File: src/rtl/fp64_mant_unit.sv
module fp64_mant_unit (
  input  logic         clk,
  input  logic         rst,
  input  logic [127:0] src1_i,
  input  logic [63:0]  src2_i,
  input  logic [63:0]  dst_old_i,
  input  logic [7:0]   imm_i,
  input  logic         mask_bit_i,
  input  logic         mask_en_i,
  input  logic         zero_mode_i,
  output logic [127:0] res_o,
  output logic         flag_denorm_o,
  output logic         flag_invalid_o
);

  localparam logic [63:0] DEF_QNAN = 64'hFFF8_0000_0000_0000;
  localparam logic [10:0] EXP_K0   = 11'h3FF;
  localparam logic [10:0] EXP_KM1  = 11'h3FE;

  function automatic logic [5:0] lead_zeros(input logic [51:0] v);
    logic [5:0] n;
    logic       hit;
    n   = 6'd52;
    hit = 1'b0;
    for (int i = 51; i >= 0; i--) begin
      if (!hit && v[i]) begin
        n   = 6'(51 - i);
        hit = 1'b1;
      end
    end
    return n;
  endfunction

  logic        sgn;
  logic [10:0] exf;
  logic [51:0] frc;
  logic [1:0]  intv;
  logic [1:0]  sctl;

  assign sgn  = src2_i[63];
  assign exf  = src2_i[62:52];
  assign frc  = src2_i[51:0];
  assign intv = imm_i[1:0];
  assign sctl = imm_i[3:2];

  logic unused_bits;
  assign unused_bits = ^{src1_i[63:0], imm_i[7:4]};

  logic exp_zero, exp_max, frc_nz;
  logic is_nan, is_inf, is_zero, is_sub;

  assign exp_zero = (exf == 11'd0);
  assign exp_max  = (exf == 11'h7FF);
  assign frc_nz   = |frc;
  assign is_nan   = exp_max & frc_nz;
  assign is_inf   = exp_max & ~frc_nz;
  assign is_zero  = exp_zero & ~frc_nz;
  assign is_sub   = exp_zero & frc_nz;

  logic [5:0]  lz;
  logic [52:0] shifted;
  logic [51:0] nfrc;
  logic        odd_exp;

  assign lz      = lead_zeros(frc);
  assign shifted = {1'b0, frc} << (lz + 6'd1);
  assign nfrc    = is_sub ? shifted[51:0] : frc;
  assign odd_exp = is_sub ? ~lz[0] : ~exf[0];

  logic k_neg;
  always_comb begin
    case (intv)
      2'b00:   k_neg = 1'b0;
      2'b01:   k_neg = odd_exp;
      2'b10:   k_neg = 1'b1;
      default: k_neg = nfrc[51];
    endcase
  end

  logic neg_reject, out_sgn;
  assign neg_reject = sctl[1] & sgn & ~is_nan & ~is_zero;
  assign out_sgn    = (sctl == 2'b00) ? sgn : 1'b0;

  logic [63:0] calc;
  logic        calc_inv;
  always_comb begin
    calc_inv = 1'b0;
    if (is_nan) begin
      calc     = {sgn, exf, 1'b1, frc[50:0]};
      calc_inv = ~frc[51];
    end else if (neg_reject) begin
      calc     = DEF_QNAN;
      calc_inv = 1'b1;
    end else if (is_zero || is_inf) begin
      calc = {out_sgn, EXP_K0, 52'd0};
    end else begin
      calc = {out_sgn, k_neg ? EXP_KM1 : EXP_K0, nfrc};
    end
  end

  logic        take;
  logic [63:0] low_next;
  assign take     = mask_bit_i | ~mask_en_i;
  assign low_next = take ? calc : (zero_mode_i ? 64'd0 : dst_old_i);

  always_ff @(posedge clk) begin
    if (rst) begin
      res_o          <= '0;
      flag_denorm_o  <= 1'b0;
      flag_invalid_o <= 1'b0;
    end else begin
      res_o          <= {src1_i[127:64], low_next};
      flag_denorm_o  <= take & is_sub;
      flag_invalid_o <= take & calc_inv;
    end
  end

endmodule


File: config.mk
export PLATFORM = sky130hd
export DESIGN_NAME = fp64_mant_unit
export DESIGN_NICKNAME = d
export VERILOG_FILES = /design/src/rtl/fp64_mant_unit.sv
export SDC_FILE = /design/constraint.sdc
export NUM_CORES = 1
export LEC_CHECK = 0
export CORE_AREA = 2 2 157 159
export DETAILED_ROUTE_END_ITERATION = 7
export DIE_AREA = 0 0 159 161
export DONT_BUFFER_PORTS = 1
export SETUP_SLACK_MARGIN = 0.5
export SYNTH_ARGS = -nofsm -noshare
export SYNTH_HDL_FRONTEND = slang
export SYNTH_SLANG_ARGS = --single-unit
File: constraint.sdc
create_clock -name clk -period 9.2 [get_ports clk]
set_input_delay 0.46 -clock clk [delete_from_list [all_inputs] [get_ports clk]]
set_output_delay 0.46 -clock clk [all_outputs]
set_load 0.05 [all_outputs]
After elaboration in Yosys (flattened, before gate mapping)
Index checks and enable logic that the tools add are counted.
{"block": "totals", "in_bits": 269, "out_inout_bits": 130, "wordCells": 247, "ff_bits": 130}
{"block": "op_classes", "n_addsub": 1, "shift": 1, "mux": 115, "n_eq_ne": 3, "reduce_logical": 107, "bitwise_logic": 17}
{"cell": "$mux 6", "count": 52}
{"cell": "$mux 64", "count": 4}
{"cell": "$mux 1", "count": 56}
{"cell": "$mux 53", "count": 1}
{"cell": "$mux 52", "count": 1}
{"cell": "$reduce_or 52->1", "count": 1}
{"cell": "$shl 52x6->52", "count": 1}
{"cell": "$logic_and 1x1->1", "count": 51}
{"cell": "$logic_not 1->1", "count": 51}
{"cell": "$eq 11x11->1 const B", "count": 1}
{"cell": "$logic_not 11->1", "count": 1}
{"cell": "$and 1x1->1", "count": 9}
{"cell": "$not 1->1", "count": 7}
{"cell": "$add 6x1->6 const B", "count": 1}
{"cell": "$logic_not 2->1", "count": 2}
{"cell": "$pmux 1 s3", "count": 1}
{"cell": "$eq 2x1->1 const B", "count": 1}
{"cell": "$eq 2x2->1 const B", "count": 1}
{"cell": "$logic_or 1x1->1", "count": 1}
{"cell": "$or 1x1->1", "count": 1}

Logic depth before layout (Yosys ltp)
Gate-level depths: netlist of the first run.
{"block": "depth", "depth_word": 163, "mapped_depth": 25, "mapped_depth_nobuf": 16}

Least setup slack after synthesis of the first run
OpenSTA, ideal clock, no wires.
{"block": "synth_timing", "kind": "input to register", "startpoint": "input src2_i[36]", "endpoint": "register res_o[49]", "n_path_buf": 9, "path_slack_ns": 3.831, "setup_ns": 0.122, "stages": 21, "required_time_ns": 9.078, "arrival_ns": 5.247, "cell_sequence": "buf_2 > nor4_2 > nand2_1 > or4_4 > o221ai_2 > o211ai_2 > a21oi_2 > buf_6 > buf_8 > buf_8 > buf_8 > buf_6 > ha_1 > buf_1 > clkbuf_1 > clkbuf_1 > mux4_2 > a2111oi_0 > a31oi_1 > a22oi_1 > o21ai_1"}
{"block": "synth_between", "elab_chain_cells": 117, "word_cells_on_any_way": 164}
{"item": "start: declaration", "line": "5", "text": "input logic [63:0] src2_i,"}
{"item": "$logic_and 1x1->1", "line": "26", "text": "if (!hit && v[i]) begin"}
{"item": "$mux 1", "line": "26"}
{"item": "$logic_not 1->1", "line": "26"}
{"item": "$logic_and 1x1->1", "line": "26"}
{"item": "$mux 1", "line": "26"}
{"item": "$logic_not 1->1", "line": "26"}
{"item": "$logic_and 1x1->1", "line": "26"}
{"item": "$mux 1", "line": "26"}
{"item": "[... 101 more ...]"}
{"item": "$mux 6", "line": "26"}
{"item": "$add 6x1->6", "line": "66", "text": "assign shifted = {1'b0, frc} << (lz + 6'd1);"}
{"item": "$shl 52x6->52", "line": "66"}
{"item": "$mux 52", "line": "67", "text": "assign nfrc = is_sub ? shifted[51:0] : frc;"}
{"item": "$mux 53", "line": "94", "text": "end else if (is_zero || is_inf) begin"}
{"item": "$mux 64", "line": "91", "text": "end else if (neg_reject) begin"}
{"item": "$mux 64 *", "line": "88", "text": "if (is_nan) begin"}
{"item": "$mux 64 *", "line": "104", "text": "assign low_next = take ? calc : (zero_mode_i ? 64'd0 : dst_old_i);"}
{"item": "end signal: assignment", "line": "112", "text": "res_o <= {src1_i[127:64], low_next};"}
{"item": "end: declaration", "line": "11", "text": "output logic [127:0] res_o,"}
Every way passes the cells marked *; elsewhere a longest branch is shown, timed or not.
A chain may end at the register's enable or synchronous reset.

Worst setup path in the final report of the first run
{"block": "layout_timing", "startpoint": "input src2_i[44]", "endpoint": "register res_o[51]"}
{"block": "layout_between", "elab_chain_cells": 141, "word_cells_on_any_way": 196}
{"item": "$logic_and 1x1->1", "line": "26"}
{"item": "$mux 1", "line": "26"}
{"item": "$logic_not 1->1", "line": "26"}
{"item": "$logic_and 1x1->1", "line": "26"}
{"item": "$mux 1", "line": "26"}
{"item": "$logic_not 1->1", "line": "26"}
{"item": "$logic_and 1x1->1", "line": "26"}
{"item": "$mux 1", "line": "26"}
{"item": "[... 125 more ...]"}
{"item": "$mux 6", "line": "26"}
{"item": "$add 6x1->6", "line": "66"}
{"item": "$shl 52x6->52", "line": "66"}
{"item": "$mux 52", "line": "67"}
{"item": "$mux 53", "line": "94"}
{"item": "$mux 64", "line": "91"}
{"item": "$mux 64 *", "line": "88"}
{"item": "$mux 64 *", "line": "104"}
Marks and branches as above.

==> results of run 1 <==
[final cells by class]
class | instances | area [sq um] | area share
clock inverter | 15 | 158 | 0.0165
timing repair buffer | 17 | 128 | 0.0133
inverter | 15 | 56.3 | 0.00588
sequential | 130 | 2600 | 0.272
clock buffer | 17 | 425 | 0.0444
multi-input combinational | 788 | 5800 | 0.606
antenna | 2 | 5.00 | 0.000522
tap | 324 | 405 | 0.0423
[synthesized netlist by cell type, types with 6 or more instances]
library cell / n / area [sq um]
dfxtp_1: 130 / 2600
o31ai_1: 13 / 97.6
and3_1: 15 / 93.8
mux4_2: 37 / 833
nand3_1: 26 / 130
nand2b_1: 11 / 68.8
nor4_1: 15 / 93.8
o21ai_0: 38 / 190
mux2_2: 19 / 214
clkbuf_1: 68 / 255
o211ai_1: 9 / 67.6
a211oi_1: 16 / 120
a31oi_1: 11 / 68.8
nor3_1: 26 / 130
and2_1: 6 / 37.5
inv_1: 15 / 56.3
nor2b_1: 69 / 432
buf_6: 6 / 67.6
o22ai_1: 7 / 43.8
nand2_1: 133 / 499
o21ai_1: 17 / 85.1
nor2_1: 49 / 184
nand4_1: 6 / 37.5
buf_2: 16 / 80.1
a222oi_1: 7 / 70.1
a32oi_1: 8 / 70.1
mux2i_1: 67 / 671
a22oi_1: 27 / 203
or4_1: 6 / 45.0
a21oi_1: 53 / 265
buf_1: 7 / 26.3
[flip-flops by register name (all words and copies together) (netlist names)]
register and cells:
flag_invalid_o 1, flag_denorm_o 1, res_o 128
[layer usage]
metal,GRT usage,part of all wire,up-vias
met5,0,0,-
met4,0.126,0.048,0
met3,0.0922,0.12,115
met2,0.467,0.46,657
met1,0.350,0.37,4212
li1,-,-,3754
[report_power, final]
group          switching [mW]  internal (mW)
logic                   0.203          0.147
registers               0.134          0.597
clock network           0.302          0.363
total                   0.640           1.11
[worst max-delay path, cell delays in order]
cell	delay [ps]
nor4_2	400
nand3_1	310
nor3_1	560
nand4_1	320
o21ai_1	240
a21oi_4	50
ha_2	320
buf_4	670
mux2_2	420
mux2_2	260
mux2_2	270
mux2i_1	210
o21ai_1	240
a2111oi_0	690
o211ai_1	140
[worst paths after layout]
check	depth (start not counted)	end	slack [ps]
max	15	res_o[51]	3880
min	1	res_o[74]	100
[kinds of logic (layout without fill, tap and decap cells)]
group                    after synthesis  after routing  share of synthesized area
AO/OA/AOI/OAI                        273            273                      0.217
XOR/XNOR                               6              6                    0.00847
adder cells (fa/ha/maj)                1              1                    0.00141
buffers and inverters                116             64                     0.0607
flip-flops                           130            130                      0.294
multiplexers                         124            124                      0.195
other                                  0              2                          0
AND/OR/NAND/NOR                      384            384                      0.223
==> summary.md, run 1 <==
| Metric | Value |
|---|---|
| Layout cells sized above 1 | `0.134` |
| Row cnt | `57` |
| Hold-fix buffers, CTS | `0` |
| DRC | `0` |
| CTS Buffer Depth | `2` |
| Post-Layout Inst Area | `between 9000 and 10000 sq um` |
| CTS clock-pin slew for the worst setup and hold paths | `roughly 70 ps` |
| DR iter-0 viols | `~1300` |
| Ys async rst share | `0` |
| CTS tree | `yes` |
| Cell Count Post-Placement | `1274` |
| Die width | `between 150 and 200 microns` |
| DRT antenna net count | `0` |
| Post-synthesis sequential area ratio | `0.294` |
| Status | `finished, final reports clean` |
| Number of synthesized flops with an enable pin | `0` |
| First-pass GRT wire length | `approximately 55000 microns` |
| Setup-failing EPs final | `0` |
| Routed vias/inst | `about 6.7` |
| Data arrival, critical path | `around 5600 ps` |
| Leakage | `3.52 nW` |
| Final Hold Vio Count | `0` |
| Worst-Margin Slew | `between 1000 and 1500 ps` |
| Crit. Startpoint | `src2_i[44]` |
| Total track usage | `0.287` |
| PortBufs | `0` |
| Fin crit period | `5320 ps` |
| Place WS | `~3600 ps` |
| DR pass1 iterations | `6` |
| Critical Path End Type | `register` |
| Initial antenna violation count | `5` |
| Global placement routability congestion | `between 0.9 and 1` |
| Vias | `~8700` |
| CTS root buf | `clkbuf_16` |
| Synthesized flop and latch total | `130` |
| Synthesized net count | `around 1300` |
| Ports | `399` |
| YS warnings | `0` |
| Slew Limit Fails | `0` |
| Peak supply drop | `~0.11 mV` |
| Fraction of the cycle the final worst path needs | `0.578` |
| Final Power | `approximately 1.7 mW` |
| Hold Crit Start | `rst` |
| Die Ht | `between 150 and 200 microns` |
| Unrepaired setup endpoints after global routing | `false` |
| Cells after Synth | `1034` |
| Core Area | `24000 sq um` |
| Max transition margin | `0.311` |
| Nets | `about 1200` |
| Vias in the first global route | `8125` |
| Grt ovf | `0` |
| Post-layout util | `0.400` |
| H-tree levels | `4` |
| WP data required | `~9500 ps` |
| Post-Layout Cell Count | `approximately 1300` |
| Filler cell count | `approximately 2400` |
| Most frequent cells in the layout | `nand2_1 (133), dfxtp_1 (130), nor2b_1 (69)` |
| Most common flop cell mapped by yosys | `dfxtp_1` |
| Largest net degree at the start of global routing | `a little under 70` |
| Crit path launch type | `input pin` |
| MaxCap Viol Count | `0` |
| F_max | `about 190 MHz` |
| Commonest non-fill, non-tap cell in the layout | `nand2_1` |
| Full die area | `approximately 26000 sq um` |
| Setup ws final | `3880 ps` |
| Synth Cell Area | `8860 sq um` |
| Accumulated negative setup slack | `0 ps` |
| CTS buffer count | `17` |
| Post-CTS setup buffer count | `0` |
| Netlist cell types | `85` |
| CTS sink cnt | `between 100 and 150` |
| DP HPWL | `slightly below 30000 microns` |
| WL final | `about 39000 microns` |
| Average wire per standard cell | `about 30 microns` |
| Cell Pwr Density | `between 150 and 200 nW/um^2` |
| Post-CTS resize count | `0` |
| Hold Slack | `98.6 ps` |
| Hold crit path type | `input pin to register` |
| Mean Syn Cell Area | `8.57 sq um` |
| Syn-to-layout area delta | `8.15%` |
| Placed Area | `roughly 9000 sq um` |
| Crit Path Max Fanout | `67` |
| Initial Utilization | `0.370` |
| Kind of critical path | `input pin to register` |
(Power assumes the default switching activity.)
==> run 2: changes to the inputs <==
==> constraint.sdc (replaced) <==
create_clock -name clk -period 4.92 [get_ports clk]
set_input_delay 0.246 -clock clk [delete_from_list [all_inputs] [get_ports clk]]
set_output_delay 0.246 -clock clk [all_outputs]
set_load 0.05 [all_outputs]
==> run 2 against run 1 <==
- cell area is 19% higher
- critical path depth is 3 lower
- global-route usage is 2.8 points higher
- hold slack worse by 92 ps
- sequential power is 87% higher
- via count is 8.4% higher
- first-iteration DRC count is 3.3% higher
- sequential share of layout area is 4.3 points lower
- worst setup slack worse by 3300 ps
- final cell count is 13% higher
==> summary.md, run 2 (synthesized netlist as in run 1, its figures left out) <==
| Metric | Value |
|---|---|
| CP bufs+invs | `2 (was 1)` |
| CTS tree | `yes (unchanged)` |
| Critical-path top delay cell | `dlygate4sd3_1 (was a2111oi_0)` |
| Die width | `159 microns (unchanged)` |
| Clk network pwr share | `0.369 (was 0.381)` |
| Nets | `1415 (was 1239)` |
| F_max | `between 200 and 250 MHz` |
| MaxCap Viol Count | `0 (unchanged)` |
| Fraction of the cycle the final worst path needs | `0.875` |
| Grt ovf | `0 (unchanged)` |
| Place WS | `188 ps (was 3560 ps)` |
| Largest net degree at the start of global routing | `67 (was 68)` |
| Top flop regs | `res_o x128, flag_denorm_o x1, flag_invalid_o x1 (unchanged)` |
| Max reg flops | `128 (unchanged)` |
| Crit Path Max Fanout | `16 (was 67)` |
| Average wire per standard cell | `28.8 microns (was 29.5 microns)` |
| Routed vias/inst | `6.39 (was 6.68)` |
| P_sw | `1.30 mW (was 0.640 mW)` |
| Sw frac | `0.373 (was 0.366)` |
| Reg power frac | `0.392 (was 0.419)` |
| Fin crit period | `around 4300 ps` |
| Crit path top cell by count | `or4_4 (was mux2_2)` |
| CTS buffer count | `17 (unchanged)` |
| Status | `finished, final reports clean (unchanged)` |
| CTS root buf | `clkbuf_16 (unchanged)` |
| Combinational share of power | `0.239 (was 0.201)` |
| Data arrival, critical path | `4610 ps (was 5600 ps)` |
| Placed Area | `9360 sq um (was 8990 sq um)` |
| Vias in the first global route | `9094 (was 8125)` |
| Critical Path End Type | `register (unchanged)` |
| DRC | `0 (unchanged)` |
| Kind of critical path | `input pin to register (unchanged)` |
| Final Hold Vio Count | `0 (unchanged)` |
| Setup-failing EPs final | `0 (unchanged)` |
| DR iter-0 viols | `1293 (was 1252)` |
| PortBufs | `0 (unchanged)` |
| Ports | `399 (unchanged)` |
| Reg with most FFs | `res_o (unchanged)` |
| Leakage | `4.35 nW (was 3.52 nW)` |
| Internal cell power | `2.19 mW (was 1.11 mW)` |
| Layout cells sized above 1 | `0.170 (was 0.134)` |
| Commonest non-fill, non-tap cell in the layout | `dfxtp_1 (was nand2_1)` |
| Worst path depth | `12 (was 15)` |
| Peak supply drop | `0.212 mV (was 0.106 mV)` |
| Total track usage | `0.315 (was 0.287)` |
| WP data required | `5220 ps (was 9480 ps)` |
| Vias | `9476 (was 8738)` |
| Crit. Startpoint | `src2_i[32] (was src2_i[44])` |
| Global placement routability congestion | `1.03 (was 0.959)` |
| Initial antenna violation count | `2 (was 5)` |
| Core Area | `24000 sq um (unchanged)` |
| Hold crit path type | `input pin to register (unchanged)` |
| Post-Layout Inst Area | `11400 sq um (was 9580 sq um)` |
| Unrepaired setup endpoints after global routing | `true (was false)` |
| DP HPWL | `31000 microns (was 29000 microns)` |
| Crit-path max cell delay | `580 ps (was 690 ps)` |
| Syn-to-layout area delta | `28.8% (was 8.15%)` |
| CP delay by family, top | `compound AO/OA/AOI/OAI gates (was simple AND/OR/NAND/NOR gates)` |
| WL final | `42700 microns (was 38600 microns)` |
| H-tree levels | `4 (unchanged)` |
| Setup ws final | `613 ps (was 3880 ps)` |
| Slew Limit Fails | `0 (unchanged)` |
| Most frequent cells in the layout | `dfxtp_1 (130), nand2_1 (129), dlygate4sd3_1 (125) (was nand2_1 (133), dfxtp_1 (130), nor2b_1 (69))` |
| Critical Path Sink | `res_o[23] (was res_o[51])` |
| CTS sink cnt | `130 (unchanged)` |
| Full die area | `25600 sq um (unchanged)` |
| Initial Utilization | `0.370 (unchanged)` |
| Row cnt | `57 (unchanged)` |
| DR pass1 iterations | `7 (was 6)` |
| Worst-Margin Slew | `866 ps (was 1030 ps)` |
| Critical-path cell list | `or4_4 > or4_4 > o221ai_2 > o211ai_2 > a21oi_4 > clkbuf_16 > mux4_2 > mux2_2 > mux2i_1 > a211oi_1 > a221o_1 > dlygate4sd3_1 (was nor4_2 > nand3_1 > nor3_1 > nand4_1 > o21ai_1 > a21oi_4 > ha_2 > buf_4 > mux2_2 > mux2_2 > mux2_2 > mux2i_1 > o21ai_1 > a2111oi_0 > o211ai_1)` |
| DRT antenna net count | `0 (unchanged)` |
| Die Ht | `161 microns (unchanged)` |
| CTS Buffer Depth | `2 (unchanged)` |
| Accumulated negative setup slack | `0 ps (unchanged)` |
| Cell Pwr Density | `306 nW/um^2 (was 182 nW/um^2)` |
| First-pass GRT wire length | `61000 microns (was 55300 microns)` |
| ANT cells | `0 (was 2)` |
| Max transition margin | `0.422 (was 0.311)` |
| CTS clock-pin slew for the worst setup and hold paths | `70 ps (about the same)` |
| Crit path launch type | `input pin (unchanged)` |
[run 2: worst min path at each step]
stage | cells past startpoint | slack, ps | to | start
after CTS | 2 | 0.4 | res_o[12] | dst_old_i[12]
after detailed placement | 1 | 320 | res_o[65] | rst
after floorplan | 2 | 350 | res_o[62] | dst_old_i[62]
after global routing | 1 | 4 | res_o[111] | src1_i[111]
final | 1 | 7 | res_o[116] | src1_i[116]
after global placement | 1 | 320 | res_o[104] | rst
[run 2: per-layer routing]
layer / up-vias / global-route usage / part of all wire
met5: - / 0 / 0.00030
met4: 2 / 0.114 / 0.037
met3: 103 / 0.102 / 0.12
met2: 654 / 0.499 / 0.45
met1: 4617 / 0.403 / 0.39
li1: 4100 / - / -
[run 2: cell type report]
cell class	count	area [sq um]
fillers	2282	12600
flip-flops and latches	130	2600
multi-input cells	788	5910
inverters	15	56.3
well taps	324	405
repair buffers	193	1850
clock inverters	15	159
clock buffers	17	425
[run 2: power by group through the flow]
stage / clock network (mW) / logic (mW) / registers [mW]
2_1_floorplan: 0 / 0.549 / 1.38
3_3_place_gp: 0 / 0.687 / 1.39
3_5_place_dp: 0 / 0.688 / 1.39
4_1_cts: 1.30 / 0.785 / 1.37
5_1_grt: 1.35 / 0.878 / 1.37
6_report: 1.29 / 0.834 / 1.37
[run 2: per-stage QoR]
stage / utilization / hold WS, ps / cells / power (mW)
after floorplan: - / 353 / 1034 / 1.93
after global routing: 0.476 / 3.63 / 1482 / 3.60
after CTS: 0.468 / 0.401 / 1464 / 3.46
after detailed placement: 0.391 / 325 / 1307 / 2.08
after global placement: 0.391 / 322 / 1307 / 2.08
final: 0.476 / 6.93 / 1482 / 3.49
[run 2: what timing repair did]
action / CTS / global route
hold buffers: 125 / 1
endpoints found under the hold margin: 110 / 1
gates resized for setup: 0 / 8
endpoints found under the setup margin: 0 / 6
setup buffers: 0 / 15
==> run 3: changes to the inputs <==
--- a/config.mk
+++ b/config.mk
@@ -5,9 +5,9 @@
 export SDC_FILE = /design/constraint.sdc
 export NUM_CORES = 1
 export LEC_CHECK = 0
-export CORE_AREA = 2 2 157 159
+export CORE_AREA = 2 2 153 155
 export DETAILED_ROUTE_END_ITERATION = 7
-export DIE_AREA = 0 0 159 161
+export DIE_AREA = 0 0 155 157
 export DONT_BUFFER_PORTS = 1
 export SETUP_SLACK_MARGIN = 0.5
 export SYNTH_ARGS = -nofsm -noshare
==> run 3 against run 2 <==
- global-route usage is 1.9 points higher
- worst setup slack better by 8.6 ps
- via count is 0.16% lower
- clock power is 6% lower
- hold slack better by 11 ps
- highest routed layer unchanged
- power is 2.7% lower
- critical endpoint is now res_o[33]
- core utilization is 2.5 points higher
- wire length is 0.90% lower
==> summary.md, run 3 (synthesized netlist as in run 1, its figures left out) <==
| Metric | Value |
|---|---|
| Critical Path End Type | `register (unchanged)` |
| Slew Limit Fails | `0 (unchanged)` |
| GRT met2 Usage | `0.510 (was 0.499)` |
| Total track usage | `0.334 (was 0.315)` |
| PortBufs | `0 (unchanged)` |
| DP HPWL | `30800 microns (was 31000 microns)` |
| Kind of critical path | `input pin to register (unchanged)` |
| Largest net degree at the start of global routing | `67 (unchanged)` |
| Nets | `1403 (was 1415)` |
| Ports | `399 (unchanged)` |
| Most frequent cells in the layout | `dfxtp_1 (130), nand2_1 (129), dlygate4sd3_1 (129) (was dfxtp_1 (130), nand2_1 (129), dlygate4sd3_1 (125))` |
| Initial Utilization | `0.394 (was 0.370)` |
| Peak supply drop | `0.209 mV (was 0.212 mV)` |
| Data arrival, critical path | `4590 ps (was 4610 ps)` |
| DR iter-0 viols | `1307 (was 1293)` |
| Crit Path Max Fanout | `11 (was 16)` |
| M3 GR Usage | `0.110 (was 0.102)` |
| CTS Buffer Depth | `2 (unchanged)` |
| Commonest non-fill, non-tap cell in the layout | `dfxtp_1 (unchanged)` |
| WP data required | `5210 ps (was 5220 ps)` |
| Setup-failing EPs final | `0 (unchanged)` |
| Full die area | `24300 sq um (was 25600 sq um)` |
| Hold crit path type | `input pin to register (unchanged)` |
| Met1 usage | `0.434 (was 0.403)` |
| Die Ht | `157 microns (was 161 microns)` |
| Die width | `155 microns (was 159 microns)` |
| Accumulated negative setup slack | `0 ps (unchanged)` |
| Leakage | `4.29 nW (was 4.35 nW)` |
| Post-Layout Inst Area | `11300 sq um (was 11400 sq um)` |
| Core Area | `22500 sq um (was 24000 sq um)` |
| DRC | `0 (unchanged)` |
| CTS tree | `yes (unchanged)` |
| Max reg flops | `128 (unchanged)` |
| WL final | `42300 microns (was 42700 microns)` |
| Placed Area | `9290 sq um (was 9360 sq um)` |
| DRT antenna net count | `0 (unchanged)` |
| Crit path launch type | `input pin (unchanged)` |
| Fin crit period | `4300 ps (was 4310 ps)` |
| Reg with most FFs | `res_o (unchanged)` |
| Status | `finished, final reports clean (unchanged)` |
| Worst-Margin Slew | `794 ps (was 866 ps)` |
| Layout cells sized above 1 | `0.157 (was 0.170)` |
| CTS sink cnt | `130 (unchanged)` |
| Average wire per standard cell | `29.5 microns (was 28.8 microns)` |
| Global placement routability congestion | `1.00 (was 1.03)` |
| CTS clock-pin slew for the worst setup and hold paths | `60 ps (was 70 ps)` |
| Syn-to-layout area delta | `27.3% (was 28.8%)` |
| Vias in the first global route | `8993 (was 9094)` |
| WHS Endpoint | `res_o[27] (was res_o[116])` |
| DR pass1 iterations | `6 (was 7)` |
| Max transition margin | `0.471 (was 0.422)` |
| Initial antenna violation count | `3 (was 2)` |
| Grt ovf | `0 (unchanged)` |
| Vias | `9461 (was 9476)` |
| Hold Crit Start | `dst_old_i[27] (was src1_i[116])` |
| First-pass GRT wire length | `60300 microns (was 61000 microns)` |
| H-tree levels | `4 (unchanged)` |
| Cell Pwr Density | `301 nW/um^2 (was 306 nW/um^2)` |
| CTS root buf | `clkbuf_16 (unchanged)` |
| Top flop regs | `res_o x128, flag_denorm_o x1, flag_invalid_o x1 (unchanged)` |
| MaxCap Viol Count | `0 (unchanged)` |
| Routed vias/inst | `6.61 (was 6.39)` |
| Fraction of the cycle the final worst path needs | `0.874 (was 0.875)` |
| F_max | `233 MHz (was 232 MHz)` |
| Hold path depth | `2 (was 1)` |
| Row cnt | `55 (was 57)` |
| Unrepaired setup endpoints after global routing | `false (was true)` |
| Most used routing layer in global routing | `met2 (unchanged)` |
| Final Hold Vio Count | `0 (unchanged)` |
| CTS buffer count | `17 (unchanged)` |
run 3: cell count changes in the layout (fill, tap and decap cells not counted), sizes merged:
cell and delta:
buf -16, dlygate4sd3 +4, inv -2, clkinv +1, clkinvlp +1, diode +1
run 3: area by class of cell:
cell class | instances | area, sq um
diodes | 1 | 2.50
clock buffers | 17 | 425
clock inverters | 15 | 141
fillers | 2068 | 11200
inverters | 15 | 56.3
multi-input cells | 788 | 5910
flip-flops and latches | 130 | 2600
well taps | 285 | 357
repair buffers | 181 | 1790
run 3: stage by stage:
step / instances / util / setup slack (ps) / total power [mW] / hold slack [ps]
floorplan: 1034 / - / 405 / 1.93 / 353
global placement: 1260 / 0.413 / 280 / 2.07 / 323
detailed placement: 1260 / 0.413 / 200 / 2.08 / 323
CTS: 1422 / 0.496 / 528 / 3.38 / 0.735
global route: 1431 / 0.501 / 501 / 3.53 / 15.2
finish: 1432 / 0.501 / 622 / 3.40 / 17.5
run 3: timing repair:
item	4_1_cts	5_1_grt
hold buffers	130	0
buffers inserted	0	8
resized for setup	0	8
endpoints found under the hold margin	114	0
setup endpoints to repair	0	6
run 3: power by group:
group	total [mW]	internal (mW)	switching (mW)
combinational	0.818	0.384	0.434
sequential	1.37	1.12	0.257
clock	1.21	0.668	0.541
run 3: worst max-delay path by stage:
stage	start	end	slack, ps	depth (start not counted)
CTS	src2_i[16]	res_o[33]	530	13
finish	src2_i[28]	res_o[33]	620	15
floorplan	src2_i[25]	res_o[47]	410	24
global placement	src2_i[44]	res_o[51]	280	14
detailed placement	src2_i[44]	res_o[51]	200	14
global route	src2_i[28]	res_o[0]	500	15
run 3: critical path: stages:
cell,delay (ps)
or4_1,670
or4_4,470
o221ai_2,200
o211ai_2,240
a21oi_4,300
ha_4,250
buf_4,200
buf_4,200
mux4_2,400
mux2i_1,220
mux2i_1,130
o21ai_1,150
a211oi_1,90
a221o_1,260
dlygate4sd3_1,550
run 3: routing by layer:
layer | wire [microns] | vias up
met4 | 1780 | 6
met5 | 37 | -
met3 | 4930 | 105
met1 | 16600 | 4625
met2 | 18900 | 643
li1 | - | 4082
